## config.mk

```make
export PLATFORM = sky130hd
export DESIGN_NAME = uart_flow_ctrl
export DESIGN_NICKNAME = d
export VERILOG_FILES = /design/src/rtl/uart_flow_ctrl.sv
export SDC_FILE = /design/constraint.sdc
export NUM_CORES = 1
export LEC_CHECK = 0
export BUFFER_PORTS_ARGS = -buffer_cell sky130_fd_sc_hd__buf_2
export CORE_MARGIN = 8
export CORE_UTILIZATION = 42
export CTS_BUF_LIST = sky130_fd_sc_hd__clkbuf_16
export CTS_CLUSTER_SIZE = 28
export DETAILED_ROUTE_END_ITERATION = 10
export GPL_ROUTABILITY_DRIVEN = 0
export HOLD_SLACK_MARGIN = 0.08
export PLACE_DENSITY = 0.76
export SYNTH_ARGS = -nofsm -noshare
export SYNTH_HDL_FRONTEND = slang
export SYNTH_SLANG_ARGS = --single-unit
```

## constraint.sdc

```tcl
create_clock -name clk -period 2.1 [get_ports clk]
set_input_delay 0.21 -clock clk [delete_from_list [all_inputs] [get_ports clk]]
set_output_delay 0.21 -clock clk [all_outputs]
set_load 0.1 [all_outputs]
```

## src/rtl/uart_flow_ctrl.sv

```systemverilog
module uart_flow_ctrl #(
  parameter int FIFO_DEPTH = 8,
  parameter int CTS_SYNC = 2,
  parameter logic [7:0] CTL_RESET = 8'h03,
  localparam int CNT_W = $clog2(FIFO_DEPTH + 1)
) (
  input  logic             clk,
  input  logic             rst_n,
  input  logic             ctl_we,
  input  logic [7:0]       ctl_wdata,
  output logic [7:0]       ctl_rdata,
  input  logic [CNT_W-1:0] rx_count,
  input  logic             sw_rts,
  input  logic             cts_pin,
  input  logic             tx_busy,
  output logic             rts_pin,
  output logic             rx_en,
  output logic             tx_en,
  output logic             tx_hold
);
  localparam logic [CNT_W-1:0] DEPTH_C = CNT_W'(FIFO_DEPTH);

  logic [7:0]          ctl_q;
  logic [CTS_SYNC-1:0] cts_sync;
  logic [CNT_W-1:0]    free_cnt, thr;
  logic                room_ok, cts_active, armed;

  always_ff @(posedge clk or negedge rst_n)
    if (!rst_n) ctl_q <= CTL_RESET;
    else if (ctl_we) ctl_q <= ctl_wdata;

  assign ctl_rdata = ctl_q;
  assign rx_en = ctl_q[0];
  assign tx_en = ctl_q[1];

  assign free_cnt = (rx_count >= DEPTH_C) ? '0 : DEPTH_C - rx_count;

  always_comb
    case (ctl_q[5:4])
      2'b00:   thr = CNT_W'(3);
      2'b01:   thr = CNT_W'(2);
      2'b10:   thr = CNT_W'(1);
      default: thr = CNT_W'(4);
    endcase

  assign room_ok = free_cnt > thr;

  always_ff @(posedge clk or negedge rst_n)
    if (!rst_n) rts_pin <= 1'b0;
    else rts_pin <= ctl_q[2] ? (room_ok ^ ctl_q[6]) : sw_rts;

  always_ff @(posedge clk or negedge rst_n)
    if (!rst_n) cts_sync <= '0;
    else cts_sync <= {cts_sync[CTS_SYNC-2:0], cts_pin};

  assign cts_active = cts_sync[CTS_SYNC-1] ^ ctl_q[7];
  assign tx_hold = ctl_q[3] & ~cts_active & ~tx_busy;

  always_ff @(posedge clk or negedge rst_n)
    if (!rst_n) armed <= 1'b0;
    else armed <= 1'b1;

  // register leaves reset holding its reset value
  a_r1_reset_value: assert property (@(posedge clk)
    $rose(rst_n) |-> ctl_rdata == CTL_RESET);

  // a full FIFO always leaves RTS deasserted under automatic RTS
  a_r3_full_drops_rts: assert property (@(posedge clk) disable iff (!rst_n)
    armed && $past(ctl_q[2]) && $past(rx_count) == DEPTH_C
      |-> rts_pin == $past(ctl_q[6]));

  // an empty FIFO always leaves RTS asserted under automatic RTS
  a_r3_empty_keeps_rts: assert property (@(posedge clk) disable iff (!rst_n)
    armed && $past(ctl_q[2]) && $past(rx_count) == '0
      |-> rts_pin != $past(ctl_q[6]));

  // software RTS path when automatic RTS is off
  a_r6_sw_rts_follow: assert property (@(posedge clk) disable iff (!rst_n)
    armed && !$past(ctl_q[2]) |-> rts_pin == $past(sw_rts));
endmodule

```

Yosys cells after proc, flatten, opt, wreduce, memory -nomap -nowiden
Cells that the tools add are included.
{"block": "op_classes", "n_addsub": 1, "n_lt_le_gt_ge": 2, "n_eq_ne": 2, "n_mux": 3, "n_bitwise": 6, "n_reduce_logical": 1}
{"cell": "$pmux W3 S3", "count": 1}
{"cell": "$ge A4 B4 Y1 const B", "count": 1}
{"cell": "$gt A4 B4 Y1", "count": 1}
{"cell": "$mux W4", "count": 1}
{"cell": "$sub A4 B4 Y4 const A", "count": 1}
{"cell": "$and A1 B1 Y1", "count": 2}
{"cell": "$eq A2 B1 Y1 const B", "count": 1}
{"cell": "$eq A2 B2 Y1 const B", "count": 1}
{"cell": "$logic_not A2 Y1", "count": 1}
{"cell": "$not A1 Y1", "count": 2}
{"cell": "$xor A1 B1 Y1", "count": 2}
{"cell": "$mux W1", "count": 1}
{"block": "totals", "register_bits": 11, "input_bits": 18, "output_inout_bits": 12, "elab_cells": 18}

Depth between registers and ports, before layout
Gate-level depths: netlist (run 1).
{"block": "depth", "word_depth": 5, "ltp_mapped": 9, "mapped_depth_nobuf": 9}

Worst setup path after synthesis (run 1)
Ideal clock, no wire load.
{"block": "synth_timing", "path_type": "register -> output", "from": "register ctl_q[7], in the netlist ctl_rdata[7]", "to": "output tx_hold", "arrival_ps": 3311, "t_required_ps": 1890, "path_slack_ps": -1421, "path_stages_with_launch": 3, "path_cell_list": "dfrtp_1 xor2_1 nor3b_1"}
{"block": "synth_via", "elab_chain_cells": 4}
{"item": "from (decl)", "line": "23", "text": "logic [7:0] ctl_q;"}
{"item": "from (signal assigned)", "line": "30", "text": "else if (ctl_we) ctl_q <= ctl_wdata;"}
{"item": "$xor A1 B1 Y1", "line": "56", "text": "assign cts_active = cts_sync[CTS_SYNC-1] ^ ctl_q[7];"}
{"item": "$not A1 Y1", "line": "57", "text": "assign tx_hold = ctl_q[3] & ~cts_active & ~tx_busy;"}
{"item": "$and A1 B1 Y1 (2 in a row)", "line": "57"}
{"item": "to (decl)", "line": "19", "text": "output logic tx_hold"}
Every way passes these cells.

Worst setup path after layout (run 1)
{"block": "layout_timing", "from": "input rx_count[0]", "to": "register rts_pin"}
{"block": "layout_via", "elab_chain_cells": 5}
{"item": "from (decl)", "line": "12", "text": "input logic [CNT_W-1:0] rx_count,"}
{"item": "$sub A4 B4 Y4 or $ge A4 B4 Y1 (tied branches)", "line": "36", "text": "assign free_cnt = (rx_count >= DEPTH_C) ? '0 : DEPTH_C - rx_count;"}
{"item": "$mux W4 *", "line": "36"}
{"item": "$gt A4 B4 Y1 *", "line": "46", "text": "assign room_ok = free_cnt > thr;"}
{"item": "$xor A1 B1 Y1 *", "line": "50", "text": "else rts_pin <= ctl_q[2] ? (room_ok ^ ctl_q[6]) : sw_rts;"}
{"item": "$mux W1 *", "line": "50"}
{"item": "to (signal assigned)", "line": "50"}
{"item": "to (decl)", "line": "16", "text": "output logic rts_pin,"}
Mark *: on every way between the ends. The rest lies on a longest branch, timed or not.
A chain may end at the register's enable or synchronous reset.

==> run_results.csv, run 1 <==
group,metric,value,unit
run_status,outcome,"finished, final reports clean",
worst_setup_path,cp.arrival,1.81,ns
placed_design,place_ws,0.1793,ns
clock_tree,cts.sinks,11,
clock_tree,root_buffer,"clkbuf_16",
timing,post-route-period-util,0.7987,
grt,grt_usage,0.1096,
cells_and_area,final_cell_count_no_fill,95,
drt,via_count,454,
timing,finalSetupViolCount,0,
power_and_ir_drop,clockPowerShare,0.391,
worst_setup_path,r2r_end,"rts_pin",
timing,slew-limit-headroom,0.6753,
power_and_ir_drop,power.internal,550.9,uW
worst_hold_path,min_from,"ctl_wdata[2]",
worst_hold_path,min_to,"ctl_rdata[2]",
drt,drt_iter0_drc,6,
cells_and_area,num_antenna_cells,0,
power_and_ir_drop,power,883.8,uW
cells_and_area,final_cell_mix,"29 x buf_2, 6 x mux2_2, 6 x dfrtp_1, 5 x inv_1, 4 x ha_1",
placed_design,dp.cells,89,
timing,min_period,1.677,ns
worst_setup_path,end_kind,"flop",
placed_design,numPortBuffers,29,
clock_tree,cts_tree,"built",
grt,grt_pass1_vias,495,
cells_and_area,syn_to_final_growth,45.31,%
floorplanning,dieArea,0.002759,mm^2
grt,antenna_found_initial,0,
cells_and_area,fin_nets,103,
worst_setup_path,crit_type,"input pin to flop",
floorplanning,die-width,52.53,um
power_and_ir_drop,pwr-share-seq,0.283,
synth,yosysWarnings,0,
synth,netlist_area,560.5,um^2
timing,finalHoldViolCount,0,
synth,synthesis.nets,71,
worst_setup_path,r2r_cells,6,
timing,tightestPinTransition,0.4904,ns
floorplanning,fp.dieH,52.53,um
clock_tree,path_clk_slew,0.04,ns
timing,slew_viol_final,0,
cells_and_area,drive_gt1_frac,0.5625,
worst_setup_path,r2r-start,"ctl_rdata[5]",
power_and_ir_drop,p_comb_frac,0.326,
worst_setup_path,path_max_fanout,3,
timing,fin_ws,0.4228,ns
grt,gr-total-overflow,0,
floorplanning,placementRows,13,
cells_and_area,fin_area,814.5,um^2
power_and_ir_drop,switching_power,332.9,uW
synth,syn_inst,49,
drt,final_antenna_net_count,0,
floorplanning,start_util,0.4418,
timing,max_freq,0.5962,GHz
drt,first_pass_iters,4,
grt,grt_max_degree,12,
clock_tree,numCtsBuffers,3,
clock_tree,cts.htree.levels,1,
clock_tree,clkLatencyLatePin,0.24,ns
floorplanning,design.core.area,0.001269,mm^2
timing,tns,0,ns
worst_setup_path,cp.required,2.23,ns
grt,grt_pass1_wl,2.235,mm
power_and_ir_drop,switching_share,0.3767,
drt,drc,0,
synth,ys_seq_elements,11,
worst_hold_path,worstHoldPathCells,3,
worst_setup_path,startpoint_type,"input pin",
clock_tree,post_cts_buffers,0,
power_and_ir_drop,leakagePower,0.4171,nW
drt,vias_per_cell,4.779,
synth,ys_seq_area_frac,0.4955,
synth,postSynthAreaPerCell,11.44,um^2
floorplanning,ioPinCount,30,
timing,skew,0.003591,ns
worst_hold_path,hold_class,"input pin to flop",
worst_setup_path,r2r_setup_slack,0.51,ns
cells_and_area,fin_util,0.6420,
timing,hold_slack,0.1809,ns
timing,rsz0062_at_grt,"no",
synth,synth_cell_types,22,
clock_tree,clockBufferDepth,2,
power_and_ir_drop,vdd_ir_drop_max,0.6414,mV
run,maxCapViolations,0,
power_and_ir_drop,powerDensity,1085,mW/mm^2
cells_and_area,final_common_cell,"buf_2",
placed_design,dpl_cell_area,715.7,um^2
drt,wl_per_cell,13.62,um
drt,routed_wl,1.294,mm
==> per-layer routing <==
metal  global-route usage  part of all wire
met2               0.1798              0.53
met5                    0                 0
met3              0.03977             0.063
met4              0.07759             0.019
met1               0.1124              0.38
==> synthesized netlist by cell type <==
master	number	area, um^2
nand2_1	3	11.26
nand2b_1	1	6.260
buf_4	2	15.01
a21oi_1	2	10.01
a31o_1	1	8.760
mux2_2	6	67.56
and2b_1	1	7.510
dfrtp_1	9	225.2
nor2_1	1	3.750
ha_1	4	50.05
nor3b_1	1	7.510
inv_1	4	15.01
or3_1	1	6.260
and3_1	1	6.260
nand3b_1	1	7.510
nor2b_1	1	6.260
o21ai_0	3	15.01
clkbuf_1	1	3.750
dfstp_2	2	52.55
xor2_1	2	17.52
buf_2	1	5.000
nor4_2	1	12.51
==> cell type report <==
| class | instances | area, um^2 |
|---|---|---|
| sequential | 11 | 281.5 |
| clock buffer | 3 | 75.07 |
| inverter | 4 | 15.01 |
| multi-input combinational | 30 | 255.2 |
| fill | 112 | 454.2 |
| clock inverter | 1 | 3.754 |
| tap | 15 | 18.77 |
| timing repair buffer | 31 | 165.2 |
==> how the worst max path moves through the flow <==
stage                            start  endpoint  depth (start not counted)
after floorplan           ctl_rdata[3]   tx_hold                          1
after global placement     rx_count[0]   rts_pin                         10
after detailed placement   rx_count[0]   rts_pin                         10
after CTS                  rx_count[0]   rts_pin                         10
after global routing       rx_count[0]   rts_pin                         10
final                      rx_count[0]   rts_pin                         10
==> state kept, by name, summed over array words and instances (netlist names) <==
register / flops
rts_pin: 1
cts_sync: 2
ctl_rdata: 8
==> logic make-up (layout without fill, tap and decap cells) <==
kind of cell | after synthesis | in the layout | synth area share
AO/OA/AOI/OAI | 6 | 6 | 0.06026
flip-flops | 11 | 11 | 0.4955
multiplexers | 6 | 6 | 0.1205
XOR/XNOR | 2 | 2 | 0.03126
AND/OR/NAND/NOR | 12 | 12 | 0.1340
buffers and inverters | 8 | 39 | 0.06917
adder cells (fa/ha/maj) | 4 | 4 | 0.08929
==> timing repair <==
item / 4_1_cts / 5_1_grt
endpoints found under the hold margin: 10 / 0
hold buffers: 2 / 0
resized for setup: 0 / 0
==> worst max-delay path, stage by stage <==
cell and delay, ns:
buf_2 0.11, inv_1 0.04, ha_1 0.20, xor2_1 0.14, nor2_1 0.06, ha_1 0.32, a21oi_1 0.13, a21oi_1 0.09
or3_1 0.30, a31o_1 0.22
==> power by group through the flow <==
stage          clock [mW]  sequential [mW]  combinational (mW)
6_report            0.345            0.250               0.288
4_1_cts             0.352            0.251               0.290
3_3_place_gp            0            0.252               0.283
3_5_place_dp            0            0.253               0.286
2_1_floorplan           0            0.389               0.101
5_1_grt             0.365            0.256               0.302
No activity file was read; power rests on OpenSTA's default activity.
==> run 2: changes to the inputs <==
--- a/config.mk
+++ b/config.mk
@@ -5,15 +5,17 @@
 export SDC_FILE = /design/constraint.sdc
 export NUM_CORES = 1
 export LEC_CHECK = 0
+export ABC_AREA = 1
 export BUFFER_PORTS_ARGS = -buffer_cell sky130_fd_sc_hd__buf_2
+export CORE_ASPECT_RATIO = 0.9
 export CORE_MARGIN = 8
-export CORE_UTILIZATION = 42
+export CORE_UTILIZATION = 39
 export CTS_BUF_LIST = sky130_fd_sc_hd__clkbuf_16
 export CTS_CLUSTER_SIZE = 28
 export DETAILED_ROUTE_END_ITERATION = 10
 export GPL_ROUTABILITY_DRIVEN = 0
 export HOLD_SLACK_MARGIN = 0.08
-export PLACE_DENSITY = 0.76
+export PLACE_DENSITY = 0.73
 export SYNTH_ARGS = -nofsm -noshare
 export SYNTH_HDL_FRONTEND = slang
 export SYNTH_SLANG_ARGS = --single-unit
==> constraint.sdc (replaced) <==
create_clock -name clk -period 1.5 [get_ports clk]
set_input_delay 0.15 -clock clk [delete_from_list [all_inputs] [get_ports clk]]
set_output_delay 0.15 -clock clk [all_outputs]
set_load 0.1 [all_outputs]
==> run 2 against run 1 <==
Via count increased by 20%. Global-route usage rose by 0.31 points. Clock power rose by 37%. Area after synthesis grew 7.8%. Core utilization fell by 0.16 points. Sequential power increased by 42%. Critical path depth fell by 7. Cell count rose by 21%. Largest cell class is now multi-input combinational cells. Largest power group unchanged.
==> run_results.csv, run 2 <==
group,metric,value,unit
worst_setup_path,path_max_fanout,3,
drt,routed_wl,1.535,mm
synth,yosysWarnings,0,
timing,tns,0,ns
grt,antenna_found_initial,0,
grt,grt_pass1_vias,594,
synth,synthesis.nets,88,
synth,synth-async-reset-ratio,1.000,
floorplanning,ioPinCount,30,
grt,grt_usage,0.1127,
synth,synthTopCellsByArea,"dfrtp_1 37%, dfstp_2 8.7%, ha_1 8.3%, nand2_1 8.1%, inv_1 5.6%",
drt,drc,0,
synth,synth_compound_area_frac,0.04141,
power_and_ir_drop,switching_share,0.3800,
placed_design,hpwl,1.207,mm
drt,wl_per_cell,13.35,um
drt,first_pass_iters,4,
timing,max_freq,0.7175,GHz
drt,via_count,544,
synth,muxShareOfSynthArea,0.07453,
drt,drt_iter0_drc,3,
synth,synth.most_common_cell,"nand2_1",
synth,postSynthAreaPerCell,9.157,um^2
timing,post-route-period-util,0.9291,
synth,ys_seq_elements,11,
drt,vias_per_cell,4.730,
placed_design,dpl_cell_area,813.3,um^2
power_and_ir_drop,powerDensity,1380,mW/mm^2
cells_and_area,largest_reg_flops,8,
clock_tree,clkLatencyLatePin,0.24,ns
synth,yosysTopAreaCellShare,0.3727,
worst_setup_path,startpoint_type,"flop",
synth,synth_top_family_by_area,"simple AND/OR/NAND/NOR gates",
floorplanning,die-width,57.50,um
power_and_ir_drop,clockPowerShare,0.370,
cells_and_area,syn_to_final_growth,53.42,%
synth,ys_seq_area_frac,0.4596,
worst_setup_path,end_kind,"output pin",
clock_tree,root_buffer,"clkbuf_16",
power_and_ir_drop,switching_power,486.1,uW
timing,min_period,1.394,ns
power_and_ir_drop,pwr-share-seq,0.278,
timing,rsz0062_at_grt,"no",
timing,finalSetupViolCount,0,
worst_setup_path,crit_type,"flop to output pin",
worst_setup_path,cp.required,1.35,ns
floorplanning,design.core.area,0.001448,mm^2
timing,slew-limit-headroom,0.6745,
clock_tree,cts_tree,"built",
synth,synthTopCellsByCount,"13 x nand2_1, 9 x dfrtp_1, 9 x inv_1",
synth,yosys.area.top_type,"dfrtp_1",
clock_tree,path_clk_slew,0.04,ns
synth,synth-simple-area-share,0.2112,
timing,tightestPinTransition,0.4916,ns
cells_and_area,fin_nets,123,
power_and_ir_drop,p_comb_frac,0.352,
grt,gr-total-overflow,0,
synth,synth_edf_count,0,
worst_setup_path,cp.arrival,1.24,ns
power_and_ir_drop,vdd_ir_drop_max,0.8961,mV
cells_and_area,final_common_cell,"buf_2",
clock_tree,numCtsBuffers,3,
timing,finalHoldViolCount,0,
floorplanning,fp.dieH,53.35,um
synth,synthXorXnorAreaFrac,0.02899,
floorplanning,placementRows,13,
timing,hold_slack,0.1248,ns
run_status,outcome,"finished, final reports clean",
timing,skew,0.002004,ns
clock_tree,clockBufferDepth,2,
floorplanning,start_util,0.4175,
run,maxCapViolations,0,
cells_and_area,drive_gt1_frac,0.5200,
worst_setup_path,r2r_setup_slack,0.17,ns
synth,syn_inst,66,
cells_and_area,fin_util,0.6404,
cells_and_area,num_antenna_cells,0,
drt,final_antenna_net_count,0,
timing,slew_viol_final,0,
synth,synthAdderAreaFrac,0.08282,
power_and_ir_drop,leakagePower,0.4816,nW
power_and_ir_drop,power,1.279,mW
clock_tree,cts.sinks,11,
grt,grt_max_degree,13,
synth,synth_cell_types,23,
cells_and_area,fin_area,927.1,um^2
floorplanning,dieArea,0.003067,mm^2
clock_tree,cts.htree.levels,1,
worst_hold_path,hold_class,"input pin to flop",
power_and_ir_drop,power.internal,793.0,uW
cells_and_area,final_cell_mix,"28 x buf_2, 13 x nand2_1, 10 x inv_1, 5 x dfrtp_1",
synth,synth_ff_type,"dfrtp_1",
placed_design,numPortBuffers,29,
synth,netlist_area,604.3,um^2
grt,grt_pass1_wl,2.546,mm
-- run 2: stage by stage --
step	setup slack [ns]	std cells
after floorplan	-0.2222	66
after global placement	0.004071	109
after detailed placement	-0.08213	109
after CTS	0.08669	115
after global routing	0.04331	115
final	0.1063	115
-- run 2: kinds of logic after synthesis --
kind of cell,count (synthesis)
AOI/OAI and AO/OA,5
xor gates and xnor gates,2
adders and majority gates,4
buffers and inverters,14
DFF,11
muxes,4
and+or+nand+nor,26
-- run 2: power by group through the flow --
stage	Sequential [mW]	Combinational (mW)	Clock, mW
floorplan	0.544	0.161	0
global placement	0.356	0.432	0
detailed placement	0.358	0.442	0
CTS	0.355	0.447	0.486
global route	0.360	0.480	0.504
finish	0.356	0.450	0.474
-- run 2: path summary, 6_finish.rpt --
kind                         startpoint      endpoint  cells past startpoint
max                        ctl_rdata[7]       tx_hold                      3
min in group asynchronous         rst_n  ctl_rdata[3]                      2
min                        ctl_wdata[2]  ctl_rdata[2]                      3
max reg2reg                ctl_rdata[5]       rts_pin                      8
min reg2reg                 cts_sync[0]   cts_sync[1]                      0
max in group asynchronous         rst_n  ctl_rdata[0]                      2
-- run 2: final cells by class --
type / count / area, um^2
fill: 126 / 520.5
inverter: 10 / 37.54
sequential: 11 / 290.3
clock buffer: 3 / 75.07
multi-input combinational: 41 / 299.0
timing repair buffer: 34 / 202.7
clock inverter: 1 / 3.754
tap: 15 / 18.77
-- run 2: critical path: stages, from the launching register on --
cell	delay (ns)
dfrtp_4	0.48
xor2_2	0.16
nor3_4	0.16
buf_12	0.20
-- run 2: timing repair --
action	in CTS	in global routing
hold buffers	2	0
resized for setup	0	2
buffers inserted	0	0
setup endpoints to repair	0	1
hold endpoints to repair	12	0
-- run 2: routing by layer --
| layer | GRT usage | vias up | part of all wire |
|---|---|---|---|
| li1 | - | 272 | - |
| met1 | 0.1036 | 250 | 0.39 |
| met2 | 0.2075 | 18 | 0.53 |
| met3 | 0.05797 | 4 | 0.072 |
| met4 | 0.04979 | 0 | 0.014 |
| met5 | 0 | - | 0 |
==> run 3: changes to the inputs <==
--- a/config.mk
+++ b/config.mk
@@ -7,15 +7,17 @@
 export LEC_CHECK = 0
 export ABC_AREA = 1
 export BUFFER_PORTS_ARGS = -buffer_cell sky130_fd_sc_hd__buf_2
+export CELL_PAD_IN_SITES_DETAIL_PLACEMENT = 1
+export CELL_PAD_IN_SITES_GLOBAL_PLACEMENT = 1
 export CORE_ASPECT_RATIO = 0.9
 export CORE_MARGIN = 8
-export CORE_UTILIZATION = 39
+export CORE_UTILIZATION = 31
 export CTS_BUF_LIST = sky130_fd_sc_hd__clkbuf_16
 export CTS_CLUSTER_SIZE = 28
 export DETAILED_ROUTE_END_ITERATION = 10
 export GPL_ROUTABILITY_DRIVEN = 0
 export HOLD_SLACK_MARGIN = 0.08
-export PLACE_DENSITY = 0.73
+export PLACE_DENSITY_LB_ADDON = 0.1
 export SYNTH_ARGS = -nofsm -noshare
 export SYNTH_HDL_FRONTEND = slang
 export SYNTH_SLANG_ARGS = --single-unit
==> constraint.sdc (replaced) <==
create_clock -name clk -period 1.4 [get_ports clk]
set_input_delay 0.14 -clock clk [delete_from_list [all_inputs] [get_ports clk]]
set_output_delay 0.14 -clock clk [all_outputs]
set_load 0.1 [all_outputs]
==> run 3 against run 2 <==
Wire length grew 20%. First-iteration DRC count grew 130%. Global-route usage is 0.25 points lower. Critical endpoint unchanged. Largest cell class unchanged.
==> run_results.csv, run 3 (synthesis gave the netlist of run 2 again) <==
group,metric,value,unit
timing,slew-limit-headroom,0.6721,
cells_and_area,multi_input_area,319.1,um^2
worst_setup_path,r2r_setup_slack,0.05,ns
cells_and_area,syn_to_final_growth,68.74,%
clock_tree,numCtsBuffers,3,
clock_tree,root_buffer,"clkbuf_16",
worst_setup_path,r2r_cells,9,
drt,wl_met1,678,um
worst_setup_path,cp.arrival,1.24,ns
floorplanning,placementRows,15,
worst_setup_path,critical_path.max_stage_delay,0.49,ns
clock_tree,path_clk_slew,0.04,ns
worst_setup_path,end_kind,"output pin",
timing,rsz0062_at_grt,"yes",
grt,gr-total-overflow,0,
power_and_ir_drop,leakagePower,0.5041,nW
worst_setup_path,r2r_end,"rts_pin",
timing,max_freq,0.7222,GHz
placed_design,dp.cells,119,
clock_tree,clockBufferDepth,2,
drt,drt_iter0_drc,7,
run_status,outcome,"finished, final reports clean",
placed_design,hpwl,1.370,mm
floorplanning,dieArea,0.003620,mm^2
clock_tree,clkLatencyLatePin,0.24,ns
worst_setup_path,cp.required,1.26,ns
worst_setup_path,startpoint_type,"flop",
timing,finalHoldViolCount,0,
cells_and_area,seq_area,290.3,um^2
timing,fin_ws,0.01537,ns
worst_setup_path,path_buf_inv,1,
worst_setup_path,crit_path_end,"tx_hold",
timing,tightestPinTransition,0.4953,ns
cells_and_area,largest_reg_flops,8,
grt,grt_pass1_vias,642,
cells_and_area,final_cell_count_no_fill,125,
timing,skew,0.0003740,ns
run,maxCapViolations,0,
worst_hold_path,worstHoldPathCells,3,
power_and_ir_drop,powerDensity,1423,mW/mm^2
timing,finalSetupViolCount,0,
clock_tree,post_cts_buffers,0,
power_and_ir_drop,vdd_ir_drop_max,0.7787,mV
grt,grt_pass1_wl,3.063,mm
floorplanning,die-width,62.54,um
grt,grt_usage,0.1102,
placed_design,numPortBuffers,29,
grt,grt_max_degree,13,
drt,routed_wl,1.841,mm
drt,via_count,556,
clock_tree,cts.htree.levels,1,
placed_design,place_ws,-0.1363,ns
worst_hold_path,hold_class,"input pin to flop",
floorplanning,ioPinCount,30,
timing,post-route-period-util,0.9890,
power_and_ir_drop,power,1.451,mW
worst_setup_path,path_max_fanout,3,
worst_setup_path,cp.depth,3,
clock_tree,cts.sinks,11,
cells_and_area,num_antenna_cells,0,
clock_tree,cts_tree,"built",
drt,wl_per_cell,14.73,um
worst_setup_path,critPathTopFamily,"flip-flops",
drt,first_pass_iters,4,
drt,wl_met3,149,um
timing,min_period,1.385,ns
drt,drc,0,
floorplanning,fp.dieH,57.89,um
drt,wl_met2,995,um
cells_and_area,drive_gt1_frac,0.5600,
worst_setup_path,slowest_stage,"dfrtp_4",
drt,final_antenna_net_count,0,
timing,hold_slack,0.1061,ns
floorplanning,start_util,0.3220,
grt,antenna_found_initial,0,
worst_setup_path,path_cells,"xor2_2, nor3_4, buf_12",
cells_and_area,final_cell_mix,"24 x buf_2, 10 x inv_1, 10 x nand2_1, 5 x dfrtp_1, 5 x buf_12",
cells_and_area,fillCellCount,215,
cells_and_area,final_common_cell,"buf_2",
worst_setup_path,r2r-start,"ctl_rdata[5]",
worst_setup_path,crit_start,"ctl_rdata[7]",
drt,top_layer,"met4",
timing,slew_viol_final,0,
drt,vias_per_cell,4.448,
cells_and_area,fin_nets,123,
floorplanning,design.core.area,0.001877,mm^2
worst_setup_path,crit_type,"flop to output pin",
[run 3: cell count changes in the layout (fill, tap and decap cells not counted)]
cell | before | now
nand2_1 | 13 | 10
nand2_2 | 1 | 4
buf_2 | 28 | 24
buf_12 | 1 | 5
ha_1 | 3 | 2
ha_4 | 1 | 2
[run 3: repair_timing]
action | CTS | global route
pin swaps | 0 | 3
setup endpoints to repair | 1 | 2
resized for setup | 2 | 4
hold buffers | 2 | 0
endpoints found under the hold margin | 12 | 0
[run 3: through the flow]
step / TNS [ns] / util / area [um^2]
5_1_grt: -0.08634 / 0.5433 / 1020
2_1_floorplan: -0.5230 / - / 635.6
6_report: 0 / 0.5433 / 1020
4_1_cts: 0 / 0.5380 / 1010
3_5_place_dp: -0.1363 / 0.4720 / 885.9
3_3_place_gp: -0.09962 / 0.4720 / 885.9
[run 3: worst min-delay path by stage]
| stage | start | endpoint |
|---|---|---|
| 2_1_floorplan | rst_n | ctl_rdata[2] |
| 3_3_place_gp | rst_n | ctl_rdata[5] |
| 3_5_place_dp | rst_n | ctl_rdata[5] |
| 4_1_cts | sw_rts | rts_pin |
| 5_1_grt | ctl_wdata[1] | ctl_rdata[1] |
| 6_report | sw_rts | rts_pin |
[run 3: final cells by class]
class / count / share of cell area
clock buffers: 3 / 0.07362
clock inverters: 1 / 0.003681
inverters: 10 / 0.03681
multi-input cells: 41 / 0.3129
flip-flops and latches: 11 / 0.2847
well taps: 25 / 0.03067
repair buffers: 34 / 0.2577
[run 3: worst min-delay path, stage by stage]
cell,delay [ns]
buf_2,0.07
nand2_1,0.04
nand2_1,0.05
[run 3: where the power goes]
group / leakage (nW) / internal [mW] / switching [mW]
Clock: 0.0423 / 0.375 / 0.141
Sequential: 0.124 / 0.360 / 0.0286
Combinational: 0.338 / 0.164 / 0.382
[run 3: metal layers]
| metal | up-vias | global-route usage |
|---|---|---|
| li1 | 272 | - |
| met4 | 0 | 0.04870 |
| met3 | 2 | 0.05000 |
| met5 | - | 0 |
| met1 | 260 | 0.1082 |
| met2 | 22 | 0.1976 |
